<file path="src/rtl/phy_seq_pkg.sv">
package phy_seq_pkg;

    localparam int CFG_AW = 6;
    localparam int CFG_DW = 4;

    localparam logic [CFG_AW-1:0] CFG_LOCK_ADDR = 6'h10;
    localparam logic [CFG_AW-1:0] CFG_TEST_ADDR = 6'h10;
    localparam logic [CFG_AW-1:0] CFG_SCC_ADDR  = 6'h12;
    localparam logic [CFG_DW-1:0] CFG_BIT3      = 4'h8;

    typedef enum logic [4:0] {
        ST_IDLE,
        ST_INIT,
        ST_EXIT,
        ST_RELEASE,
        ST_ARM,
        ST_WAIT_LOCK,
        ST_WR_TEST,
        ST_WR_TEST_W,
        ST_WR_SCC,
        ST_WR_SCC_W,
        ST_WAIT_OUT,
        ST_RESEL,
        ST_WAIT_RELOCK,
        ST_FAIL,
        ST_OFF_LANE,
        ST_OFF_RST,
        ST_FINISH
    } seq_state_t;

    typedef enum logic [1:0] {
        ERR_NONE   = 2'd0,
        ERR_LOCK   = 2'd1,
        ERR_OUTCLR = 2'd2,
        ERR_RELOCK = 2'd3
    } seq_err_t;

endpackage

</file>
<file path="src/rtl/seq_poll_timer.sv">
module seq_poll_timer #(
    parameter int POLL_CYC  = 4,
    parameter int MAX_POLLS = 8
) (
    input  logic clk,
    input  logic rst_n,
    input  logic active_i,
    output logic sample_o,
    output logic expired_o
);

    localparam int TW = (POLL_CYC > 1) ? $clog2(POLL_CYC) : 1;
    localparam int PW = $clog2(MAX_POLLS + 1);

    logic [TW-1:0] tick_q;
    logic [PW-1:0] poll_q;

    always_ff @(posedge clk or negedge rst_n) begin
        if (!rst_n) begin
            tick_q <= '0;
            poll_q <= '0;
        end else if (!active_i) begin
            tick_q <= '0;
            poll_q <= '0;
        end else if (tick_q == '0) begin
            tick_q <= TW'(POLL_CYC - 1);
            if (poll_q != PW'(MAX_POLLS))
                poll_q <= poll_q + 1'b1;
        end else begin
            tick_q <= tick_q - 1'b1;
        end
    end

    assign sample_o  = active_i && (tick_q == '0);
    assign expired_o = sample_o && (poll_q == PW'(MAX_POLLS));

endmodule

</file>
<file path="src/rtl/seq_cfg_port.sv">
module seq_cfg_port
    import phy_seq_pkg::*;
#(
    parameter int GAP_CYC = 1
) (
    input  logic              clk,
    input  logic              rst_n,
    input  logic              sel_i,
    input  logic              wr_i,
    input  logic [CFG_AW-1:0] addr_i,
    input  logic [CFG_DW-1:0] data_i,
    output logic [CFG_AW-1:0] addr_o,
    output logic [CFG_DW-1:0] data_o,
    output logic              strobe_o,
    output logic              done_o
);

    localparam int GW = (GAP_CYC > 1) ? $clog2(GAP_CYC) : 1;

    typedef enum logic [1:0] {CP_IDLE, CP_SETUP, CP_HOLD} cp_phase_t;

    cp_phase_t         phase_q;
    logic [GW-1:0]     cnt_q;
    logic [CFG_AW-1:0] addr_q;
    logic [CFG_DW-1:0] data_q;
    logic              strobe_q;
    logic              done_q;

    always_ff @(posedge clk or negedge rst_n) begin
        if (!rst_n) begin
            phase_q  <= CP_IDLE;
            cnt_q    <= '0;
            addr_q   <= '0;
            data_q   <= '0;
            strobe_q <= 1'b0;
            done_q   <= 1'b0;
        end else begin
            done_q <= 1'b0;
            unique case (phase_q)
                CP_IDLE: begin
                    if (wr_i) begin
                        addr_q  <= addr_i;
                        data_q  <= data_i;
                        cnt_q   <= GW'(GAP_CYC - 1);
                        phase_q <= CP_SETUP;
                    end else if (sel_i) begin
                        addr_q <= addr_i;
                    end
                end
                CP_SETUP: begin
                    if (cnt_q == '0) begin
                        strobe_q <= 1'b1;
                        cnt_q    <= GW'(GAP_CYC - 1);
                        phase_q  <= CP_HOLD;
                    end else begin
                        cnt_q <= cnt_q - 1'b1;
                    end
                end
                CP_HOLD: begin
                    if (cnt_q == '0) begin
                        strobe_q <= 1'b0;
                        done_q   <= 1'b1;
                        phase_q  <= CP_IDLE;
                    end else begin
                        cnt_q <= cnt_q - 1'b1;
                    end
                end
                default: phase_q <= CP_IDLE;
            endcase
        end
    end

    assign addr_o   = addr_q;
    assign data_o   = data_q;
    assign strobe_o = strobe_q;
    assign done_o   = done_q;

endmodule

</file>
<file path="src/rtl/phy_pwrup_seq.sv">
module phy_pwrup_seq
    import phy_seq_pkg::*;
#(
    parameter int CLK_KHZ    = 100000,
    parameter int POLL_US    = 50,
    parameter int TIMEOUT_US = 20000,
    parameter int GAP_US     = 1
) (
    input  logic        clk,
    input  logic        rst_n,
    input  logic        init_req_i,
    input  logic        exit_req_i,
    input  logic        pwr_on_req_i,
    input  logic        pwr_off_req_i,
    input  logic        pll_locked_i,
    input  logic        pll_out_i,
    output logic        phy_rst_o,
    output logic        refclk_en_o,
    output logic        lane_idle_off_o,
    output logic [5:0]  cfg_addr_o,
    output logic [3:0]  cfg_data_o,
    output logic        cfg_strobe_o,
    output logic        busy_o,
    output logic        done_o,
    output logic        err_o,
    output logic [1:0]  err_code_o
);

    localparam int POLL_RAW  = CLK_KHZ * POLL_US / 1000;
    localparam int POLL_CYC  = (POLL_RAW < 1) ? 1 : POLL_RAW;
    localparam int POLL_NUM  = TIMEOUT_US / POLL_US;
    localparam int MAX_POLLS = (POLL_NUM < 1) ? 1 : POLL_NUM;
    localparam int GAP_RAW   = CLK_KHZ * GAP_US / 1000;
    localparam int GAP_CYC   = (GAP_RAW < 1) ? 1 : GAP_RAW;

    seq_state_t        state_q, state_d;
    logic              tmr_active, tmr_sample, tmr_expired;
    logic              cp_sel, cp_wr, cp_done;
    logic [CFG_AW-1:0] cp_addr;

    logic       phy_rst_q, refclk_q, lane_off_q, done_q, err_q;
    logic [1:0] err_code_q;

    // wait timer: restarted whenever the FSM leaves a wait state
    assign tmr_active = (state_q == ST_WAIT_LOCK) || (state_q == ST_WAIT_OUT) ||
                        (state_q == ST_WAIT_RELOCK);

    seq_poll_timer #(
        .POLL_CYC  (POLL_CYC),
        .MAX_POLLS (MAX_POLLS)
    ) u_timer (
        .clk       (clk),
        .rst_n     (rst_n),
        .active_i  (tmr_active),
        .sample_o  (tmr_sample),
        .expired_o (tmr_expired)
    );

    assign cp_sel  = (state_q == ST_ARM) || (state_q == ST_RESEL);
    assign cp_wr   = (state_q == ST_WR_TEST) || (state_q == ST_WR_SCC);
    assign cp_addr = (state_q == ST_WR_SCC) ? CFG_SCC_ADDR :
                     (state_q == ST_WR_TEST) ? CFG_TEST_ADDR : CFG_LOCK_ADDR;

    seq_cfg_port #(
        .GAP_CYC (GAP_CYC)
    ) u_cfg (
        .clk      (clk),
        .rst_n    (rst_n),
        .sel_i    (cp_sel),
        .wr_i     (cp_wr),
        .addr_i   (cp_addr),
        .data_i   (CFG_BIT3),
        .addr_o   (cfg_addr_o),
        .data_o   (cfg_data_o),
        .strobe_o (cfg_strobe_o),
        .done_o   (cp_done)
    );

    // state register
    always_ff @(posedge clk or negedge rst_n) begin
        if (!rst_n) state_q <= ST_IDLE;
        else        state_q <= state_d;
    end

    // next state
    always_comb begin
        state_d = state_q;
        unique case (state_q)
            ST_IDLE: begin
                if (pwr_off_req_i)     state_d = ST_OFF_LANE;
                else if (pwr_on_req_i) state_d = ST_RELEASE;
                else if (init_req_i)   state_d = ST_INIT;
                else if (exit_req_i)   state_d = ST_EXIT;
            end
            ST_INIT:      state_d = ST_FINISH;
            ST_EXIT:      state_d = ST_FINISH;
            ST_RELEASE:   state_d = ST_ARM;
            ST_ARM:       state_d = ST_WAIT_LOCK;
            ST_WAIT_LOCK: begin
                if (tmr_sample && pll_locked_i) state_d = ST_WR_TEST;
                else if (tmr_expired)           state_d = ST_FAIL;
            end
            ST_WR_TEST:   state_d = ST_WR_TEST_W;
            ST_WR_TEST_W: if (cp_done) state_d = ST_WR_SCC;
            ST_WR_SCC:    state_d = ST_WR_SCC_W;
            ST_WR_SCC_W:  if (cp_done) state_d = ST_WAIT_OUT;
            ST_WAIT_OUT: begin
                if (tmr_sample && !pll_out_i) state_d = ST_RESEL;
                else if (tmr_expired)         state_d = ST_FAIL;
            end
            ST_RESEL:     state_d = ST_WAIT_RELOCK;
            ST_WAIT_RELOCK: begin
                if (tmr_sample && pll_locked_i) state_d = ST_FINISH;
                else if (tmr_expired)           state_d = ST_FAIL;
            end
            ST_FAIL:      state_d = ST_IDLE;
            ST_OFF_LANE:  state_d = ST_OFF_RST;
            ST_OFF_RST:   state_d = ST_FINISH;
            ST_FINISH:    state_d = ST_IDLE;
            default:      state_d = ST_IDLE;
        endcase
    end

    // registered outputs
    always_ff @(posedge clk or negedge rst_n) begin
        if (!rst_n) begin
            phy_rst_q  <= 1'b1;
            refclk_q   <= 1'b0;
            lane_off_q <= 1'b1;
            done_q     <= 1'b0;
            err_q      <= 1'b0;
            err_code_q <= ERR_NONE;
        end else begin
            done_q <= 1'b0;
            err_q  <= 1'b0;
            unique case (state_q)
                ST_IDLE:        if (state_d != ST_IDLE) err_code_q <= ERR_NONE;
                ST_INIT: begin
                    refclk_q  <= 1'b1;
                    phy_rst_q <= 1'b1;
                end
                ST_EXIT:        refclk_q   <= 1'b0;
                ST_RELEASE:     phy_rst_q  <= 1'b0;
                ST_ARM:         lane_off_q <= 1'b0;
                ST_WAIT_LOCK:   if (state_d == ST_FAIL) err_code_q <= ERR_LOCK;
                ST_WAIT_OUT:    if (state_d == ST_FAIL) err_code_q <= ERR_OUTCLR;
                ST_WAIT_RELOCK: if (state_d == ST_FAIL) err_code_q <= ERR_RELOCK;
                ST_FAIL: begin
                    phy_rst_q <= 1'b1;
                    err_q     <= 1'b1;
                end
                ST_OFF_LANE:    lane_off_q <= 1'b1;
                ST_OFF_RST:     phy_rst_q  <= 1'b1;
                ST_FINISH:      done_q     <= 1'b1;
                default: ;
            endcase
        end
    end

    assign phy_rst_o       = phy_rst_q;
    assign refclk_en_o     = refclk_q;
    assign lane_idle_off_o = lane_off_q;
    assign busy_o          = (state_q != ST_IDLE);
    assign done_o          = done_q;
    assign err_o           = err_q;
    assign err_code_o      = err_code_q;

endmodule

</file>
<file path="config.mk">
export PLATFORM = sky130hd
export DESIGN_NAME = phy_pwrup_seq
export DESIGN_NICKNAME = d
export VERILOG_FILES = /design/src/rtl/phy_seq_pkg.sv /design/src/rtl/seq_poll_timer.sv /design/src/rtl/seq_cfg_port.sv /design/src/rtl/phy_pwrup_seq.sv
export SDC_FILE = /design/constraint.sdc
export NUM_CORES = 1
export LEC_CHECK = 0
export BUFFER_PORTS_ARGS = -buffer_cell sky130_fd_sc_hd__buf_4
export CAP_MARGIN = 5
export CORE_UTILIZATION = 40
export DETAILED_ROUTE_END_ITERATION = 16
export PLACE_DENSITY = 0.7
export SETUP_SLACK_MARGIN = 0.4
export SYNTH_ARGS = -nofsm -noshare
export SYNTH_HDL_FRONTEND = slang
export SYNTH_SLANG_ARGS = --single-unit
</file>
<file path="constraint.sdc">
create_clock -name clk -period 2.1 [get_ports clk]
set_input_delay 0 -clock clk [delete_from_list [all_inputs] [get_ports clk]]
set_output_delay 0 -clock clk [all_outputs]
set_load 0.05 [all_outputs]
</file>
== Yosys cells after proc, flatten, opt, wreduce, memory -nomap -nowiden ==
Cells that the tools add are included.

* Flip-flop bits (word level): 52
* Output and inout bits: 19
* Word-level logic and storage cells: 122

* Add/subtract/negate cells: 3
* Equality and inequality tests: 31
* Muxes and demuxes: 42
* Reductions and logical operators: 31

{| class="wikitable"
|+ Operator list
! kind !! count
|-
| 5-bit case mux with 13 select lines || 1
|-
| 5-bit two-way mux || 10
|-
| 5-bit by 4-bit equality test with 1-bit output (second input constant) || 9
|-
| 9-bit two-way mux || 3
|-
| 13-bit two-way mux || 2
|-
| 7-bit two-way mux || 3
|-
| 7-bit case mux with 3 select lines || 1
|-
| 5-bit by 3-bit equality test with 1-bit output (second input constant) || 4
|-
| 2-bit two-way mux || 8
|-
| 13-bit zero test || 1
|-
| 13-bit by 1-bit subtractor with 13-bit output (second input constant) || 1
|-
| 6-bit two-way mux || 2
|-
| 5-bit by 2-bit equality test with 1-bit output (second input constant) || 2
|-
| 2-bit by 1-bit != test with 1-bit output (second input constant) || 5
|-
| 2-bit != test (second input constant) || 5
|-
| 2-bit nonzero test || 5
|-
| 5-bit nonzero test || 2
|-
| 9-bit by 1-bit adder with 9-bit output (second input constant) || 1
|-
| 9-bit equality test (second input constant) || 1
|-
| 9-bit != test (second input constant) || 1
|-
| 3-bit AND reduction || 3
|-
| 1-bit case mux with 2 select lines || 4
|-
| 2-bit case mux with 4 select lines || 1
|-
| 7-bit zero test || 1
|-
| other kinds (17) || 31
|}

== Longest topological paths before layout ==
* Depth after elaboration: 11
* Mapped depth: 10

== Hierarchy ==
A second synthesis with hierarchy kept.

* Cells, all modules: 348
* Area total of the unflattened synthesis: 3310.7 sq um

{| class="wikitable"
|+ Modules (own cells, without submodules)
! module !! times used !! cells an instance !! area each (sq um) !! seq. area each (sq um)
|-
| seq_poll_timer || 1 || 126 || 1222.4 || 550.5
|-
| seq_cfg_port || 1 || 97 || 1072.3 || 525.5
|-
| phy_pwrup_seq || 1 || 125 || 1016.0 || 302.8
|}

== Worst setup path after synthesis ==
No wires, ideal clock.

* Kind: register -> register
* From: register u_timer.tick_q[9]
* To: register err_code_q[1] (netlist: err_code_o[1])
* Arrival: 1.946 ns
* Required time: 1.965 ns
* Setup slack: 0.020 ns
* Stages on the path, launching flop included: 9
* Buffers on the path: 0
* Period minus slack after synthesis: 2.080 ns
* Cell sequence: dfrtp_1 or3_4 and4b_2 and3_4 nand2_1 o2bb2ai_1 nand4b_1 a21oi_1 o32ai_1

* Longest elaborated chain between the ends: 9
* Elaborated cells between the ends (all ways): 17
* Those cells by class: eq/ne (5); mux (5); reduce/logical (7)

{| class="wikitable"
|+ RTL lines
! element !! line !! source
|-
| start: declaration || seq_poll_timer.sv:15 || <nowiki>logic [TW-1:0] tick_q;</nowiki>
|-
| start signal: assignment || seq_poll_timer.sv:26 || <nowiki>tick_q <= TW'(POLL_CYC - 1);</nowiki>
|-
| start signal: assignment || seq_poll_timer.sv:30 || <nowiki>tick_q <= tick_q - 1'b1;</nowiki>
|-
| 13-bit zero test * || seq_poll_timer.sv:34 || <nowiki>assign sample_o = active_i && (tick_q == '0);</nowiki>
|-
| 1-bit logical AND * || seq_poll_timer.sv:34 ||
|-
| 1-bit logical AND || seq_poll_timer.sv:35 || <nowiki>assign expired_o = sample_o && (poll_q == PW'(MAX_POLLS));</nowiki>
|-
| 5-bit two-way mux || phy_pwrup_seq.sv:101, phy_pwrup_seq.sv:109, phy_pwrup_seq.sv:114 ||
|-
| 5-bit two-way mux (on tied branches) || phy_pwrup_seq.sv:113, phy_pwrup_seq.sv:100, phy_pwrup_seq.sv:108 ||
|-
| 5-bit case mux with 13 select lines * || phy_pwrup_seq.sv:88 || <nowiki>unique case (state_q)</nowiki>
|-
| net state_d[1] || phy_pwrup_seq.sv:36 || <nowiki>seq_state_t state_q, state_d;</nowiki>
|-
| 5-bit by 4-bit equality test with 1-bit output or 5-bit nonzero test (tied branches) || - ||
|-
| 2-bit by 1-bit != test with 1-bit output (no source line) or 2-bit != test (tied branches) || - ||
|-
| 5-bit AND reduction (no source line) * || - ||
|-
| end signal: assignment || phy_pwrup_seq.sv:145 || <nowiki>ST_WAIT_LOCK: if (state_d == ST_FAIL) err_code_q <= ERR_LOCK;</nowiki>
|-
| end signal: assignment || phy_pwrup_seq.sv:146 || <nowiki>ST_WAIT_OUT: if (state_d == ST_FAIL) err_code_q <= ERR_OUTCLR;</nowiki>
|-
| end signal: assignment || phy_pwrup_seq.sv:147 || <nowiki>ST_WAIT_RELOCK: if (state_d == ST_FAIL) err_code_q <= ERR_RELOCK;</nowiki>
|-
| end: declaration || phy_pwrup_seq.sv:42 || <nowiki>logic [1:0] err_code_q;</nowiki>
|}

Mark *: on every way through the listed nets, which the timed path passes. The rest lies on a longest branch.
A chain may end at the register's enable or synchronous reset.

== Final worst setup path ==
* From: register u_timer.tick_q[10]
* To: register err_code_q[1] (netlist: err_code_o[1])

Same word-level chain as after synthesis.

==> summary.md <==
| Metric | Value |
|---|---|
| Register clock-pin slew on the reported worst setup and hold paths | `0.10 ns` |
| Largest net degree at the start of global routing | `49` |
| Post-DR vias/cell | `between 5 and 6` |
| Area taken by multi-input logic gates | `between 0.0015 and 0.002 sq mm` |
| Critical Path Start Type | `flop` |
| Critical path capture point type | `flop` |
| Worst Clk Skew | `between 0.009 and 0.01 ns` |
| Synth warn | `0` |
| DPL Wire Length | `roughly 4700 microns` |
| Crit-path leading delay family | `simple AND/OR/NAND/NOR gates` |
| Most instantiated cells after synthesis | `sky130_fd_sc_hd__dfrtp_1 (46), sky130_fd_sc_hd__nor2_1 (32), sky130_fd_sc_hd__a21oi_1 (24), sky130_fd_sc_hd__o21ai_0 (24), sky130_fd_sc_hd__nand2_1 (19)` |
| Mean area per synthesized cell | `a little over 9 sq um` |
| Layout cell share with drive strength beyond 1 | `roughly 40%` |
| Ratio of final minimum period to clock period | `107%` |
| Global-route wire length before repair | `roughly 12000 microns` |
| Clock latency on the worst-skew pair | `about 0.32 ns` |
| Total GRT Usage | `19.9%` |
| # Max-Cap Violations | `0` |
| Failing checks | `negative setup slack` |
| Die width | `86.4 microns` |
| CTS Buffer Depth | `2` |
| Count of flip-flops with a built-in enable after synthesis | `0` |
| Slowest cell on the critical path | `sky130_fd_sc_hd__dfrtp_1` |
| Unrepaired setup endpoints after global routing | `true` |
| Overflow after GRT | `0` |
| Die extent in y | `86.4 microns` |
| Cells taking the most area after synthesis | `sky130_fd_sc_hd__dfrtp_1 (40%), sky130_fd_sc_hd__ha_1 (4.4%), sky130_fd_sc_hd__a21oi_1 (4.2%)` |
| Worst slew margin relative to its limit | `59.3%` |
| Critical path class | `reg2reg` |
| Detailed-route wire length per cell | `about 15 microns` |
| Total clock sinks | `48` |
| Register bit total from synthesis | `48` |
| Post-synthesis instance area | `between 0.002 and 0.003 sq mm` |
| Number of antenna violations at the first check in global routing | `0` |
| Classification of the worst-slack hold path | `in2reg` |
| Antenna fix cells | `0` |
| FFs w/ async S/R, synth | `100%` |
| Initial DRC count | `~150` |
| Inst Count DP | `465` |
| Cell Rows | `30` |
| Tmin final | `approximately 2.3 ns` |
| Cell variety after synth | `between 60 and 70` |
| Status | `finished, violations left` |
| Cell-by-cell trace of the critical path | `or3_4 -> nand4b_1 -> buf_4 -> nor4_2 -> a211oi_1 -> o2bb2ai_2 -> nand4b_1 -> a21oi_2 -> o32ai_1` |
| Number of global-route vias before repair | `approximately 2500` |
| Total die area | `0.00747 sq mm` |
| Leading area contributor after synthesis | `sky130_fd_sc_hd__dfrtp_1` |
| Data arrival at the endpoint of the critical path | `approximately 2.5 ns` |
| Clock tree from TritonCTS | `yes` |
| Area used by sequential logic in the layout | `between 0.001 and 0.0015 sq mm` |
| CP max stage delay | `0.41 ns` |
| Number of levels in the clock H-tree | `2` |
| Layout Area Growth over Synthesis | `39.3%` |
| Buffer cell driving the clock tree root | `sky130_fd_sc_hd__clkbuf_8` |
| Required time at the endpoint of the critical path | `roughly 2.3 ns` |
| Combined buffer and inverter count along the critical path | `1` |
| Final Net Count | `roughly 410` |
| Cell seen most often among critical-path stages | `sky130_fd_sc_hd__nand4b_1` |
| Number of fillers in the final layout | `about 570` |
| Via count | `between 2000 and 3000` |
| Fin worst setup slack | `-0.157 ns` |
| Top-area cell type share of the netlist area | `40.4%` |
| Floorplan core area | `roughly 0.0068 sq mm` |
| Instance count of the mapped netlist | `approximately 310` |
| Number of buffers inserted by port buffering | `19` |
| Finished Layout Cells | `493` |
| First-pass DRT Iterations | `4` |
| Fmax achieved | `between 0.4 and 0.5 GHz` |
| Number of design rule violations left after detail routing | `0` |
| Clock buffers created by TritonCTS | `5` |
| Residual antenna-violating net count after detailed routing | `0` |
| Primary FF master, synth | `sky130_fd_sc_hd__dfrtp_1` |
| Worst-Margin Slew | `0.610 ns` |
| Initial Utilization | `a little over two fifths` |
| Detailed Route WL | `~7600 microns` |
| Final-report hold violation count | `0` |
| Post-synthesis sequential area ratio | `between 40% and 50%` |
| Number of setup violations in the final report | `6` |
| Final Max Tran Viols | `0` |
| Number of placed I/O pins | `27` |
| Dominant cell by count in the synthesized netlist | `sky130_fd_sc_hd__dfrtp_1` |
| CP max FO | `3` |
| Gpl congestion | `0.869` |
logic make-up (layout without fill, tap and decap cells):
| logic type | Yosys count | count (layout) | share of synthesized area (%) |
|---|---|---|---|
| DFF | 48 | 48 | 42.2 |
| other | 1 | 7 | 0.132 |
| xor gates and xnor gates | 15 | 15 | 4.61 |
| buffers and inverters | 38 | 116 | 6.28 |
| muxes | 2 | 2 | 0.746 |
| AOI/OAI and AO/OA | 86 | 86 | 19.5 |
| and+or+nand+nor | 113 | 113 | 22.1 |
| adders and majority gates | 10 | 10 | 4.39 |
layout by cell type (no fill, tap or decap), drive strengths merged, types with 4 or more instances in the layout:
master  count
xor2       12
buf        88
nand2      20
nand3       7
nor4        6
inv        19
a211oi      5
o21ai      24
nor2b       4
conb        7
a21oi      24
or3        10
o22ai       5
and3        4
dfrtp      46
o31ai       4
a31oi       5
clkbuf      6
ha         10
nor3        9
nor2       32
repair_timing:
item                       CTS  global route
setup endpoints to repair   34            38
hold buffers                 1             0
gates resized for setup     30            31
buffers inserted            12             7
pin swaps                   25            15
hold endpoints to repair    46             0
final timing paths:
check | to | slack [ns] | cells past startpoint | from
max | err_code_o[1]$_DFFE_PN0P_ | -0.16 | 9 | u_timer.tick_q[10]$_DFF_PN0_
min in group asynchronous | u_timer.poll_q[1]$_DFFE_PN0P_ | 0.23 | 2 | rst_n
max in group asynchronous | state_q[2]$_DFF_PN0_ | 1.42 | 2 | rst_n
min | state_q[1]$_DFF_PN0_ | 0.006 | 3 | pll_out_i
max reg2reg | err_code_o[1]$_DFFE_PN0P_ | -0.16 | 9 | u_timer.tick_q[10]$_DFF_PN0_
min reg2reg | u_cfg.addr_o[4]$_DFFE_PN0P_ | 0.48 | 1 | u_cfg.addr_o[4]$_DFFE_PN0P_
sequential cells by signal (all words and copies together) (netlist names):
| name | flops |
|---|---|
| state_q | 5 |
| u_timer.poll_q | 9 |
| u_cfg.data_o | 1 |
| u_cfg.cnt_q | 7 |
| err_o | 1 |
| done_o | 1 |
| phy_rst_o | 1 |
| u_cfg.addr_o | 2 |
| u_timer.tick_q | 13 |
| refclk_en_o | 1 |
| lane_idle_off_o | 1 |
| err_code_o | 2 |
| u_cfg.strobe_o | 1 |
| u_cfg.phase_q | 2 |
| u_cfg.done_o | 1 |
layout make-up:
cell class / instances / share of cell area [%]
multi-input combinational: 233 / 44.1
inverter: 19 / 1.80
sequential: 48 / 30.4
clock buffer: 6 / 1.83
timing repair buffer: 89 / 18.4
tap: 96 / 3.03
clock inverter: 2 / 0.410
worst reg2reg max path: stages (launching register included):
cell and delay [ns]:
sky130_fd_sc_hd__dfrtp_1 0.41, sky130_fd_sc_hd__or3_4 0.40, sky130_fd_sc_hd__nand4b_1 0.27, sky130_fd_sc_hd__buf_4 0.21, sky130_fd_sc_hd__nor4_2 0.16, sky130_fd_sc_hd__a211oi_1 0.12, sky130_fd_sc_hd__o2bb2ai_2 0.20, sky130_fd_sc_hd__nand4b_1 0.20
sky130_fd_sc_hd__a21oi_2 0.08, sky130_fd_sc_hd__o32ai_1 0.11
routing by layer:
layer	track usage [%]	vias up	wire length, microns
met1	25.7	1317	3390
met3	3.52	15	348
met5	0	-	0
li1	-	1269	-
met4	7.58	0	156
met2	33.2	65	3690
metrics by stage:
step                setup TNS [ns]  hold slack (ns)  worst slack [ns]  util, %  instance area [sq um]
CTS                         -0.201         0.000789           -0.0898     55.4                   3780
floorplan                        0           -0.296            0.0613        -                   2960
detailed placement          -0.252           0.0579            -0.132     50.9                   3480
global route                 -1.18           0.0149            -0.317     58.1                   3970
finish                      -0.483          0.00571            -0.157     58.1                   3970
global placement           -0.0790           0.0577           -0.0442     50.9                   3480
Power is not shown: default switching activity piles up to over one toggle a cycle in this logic, so the estimate is an artifact.
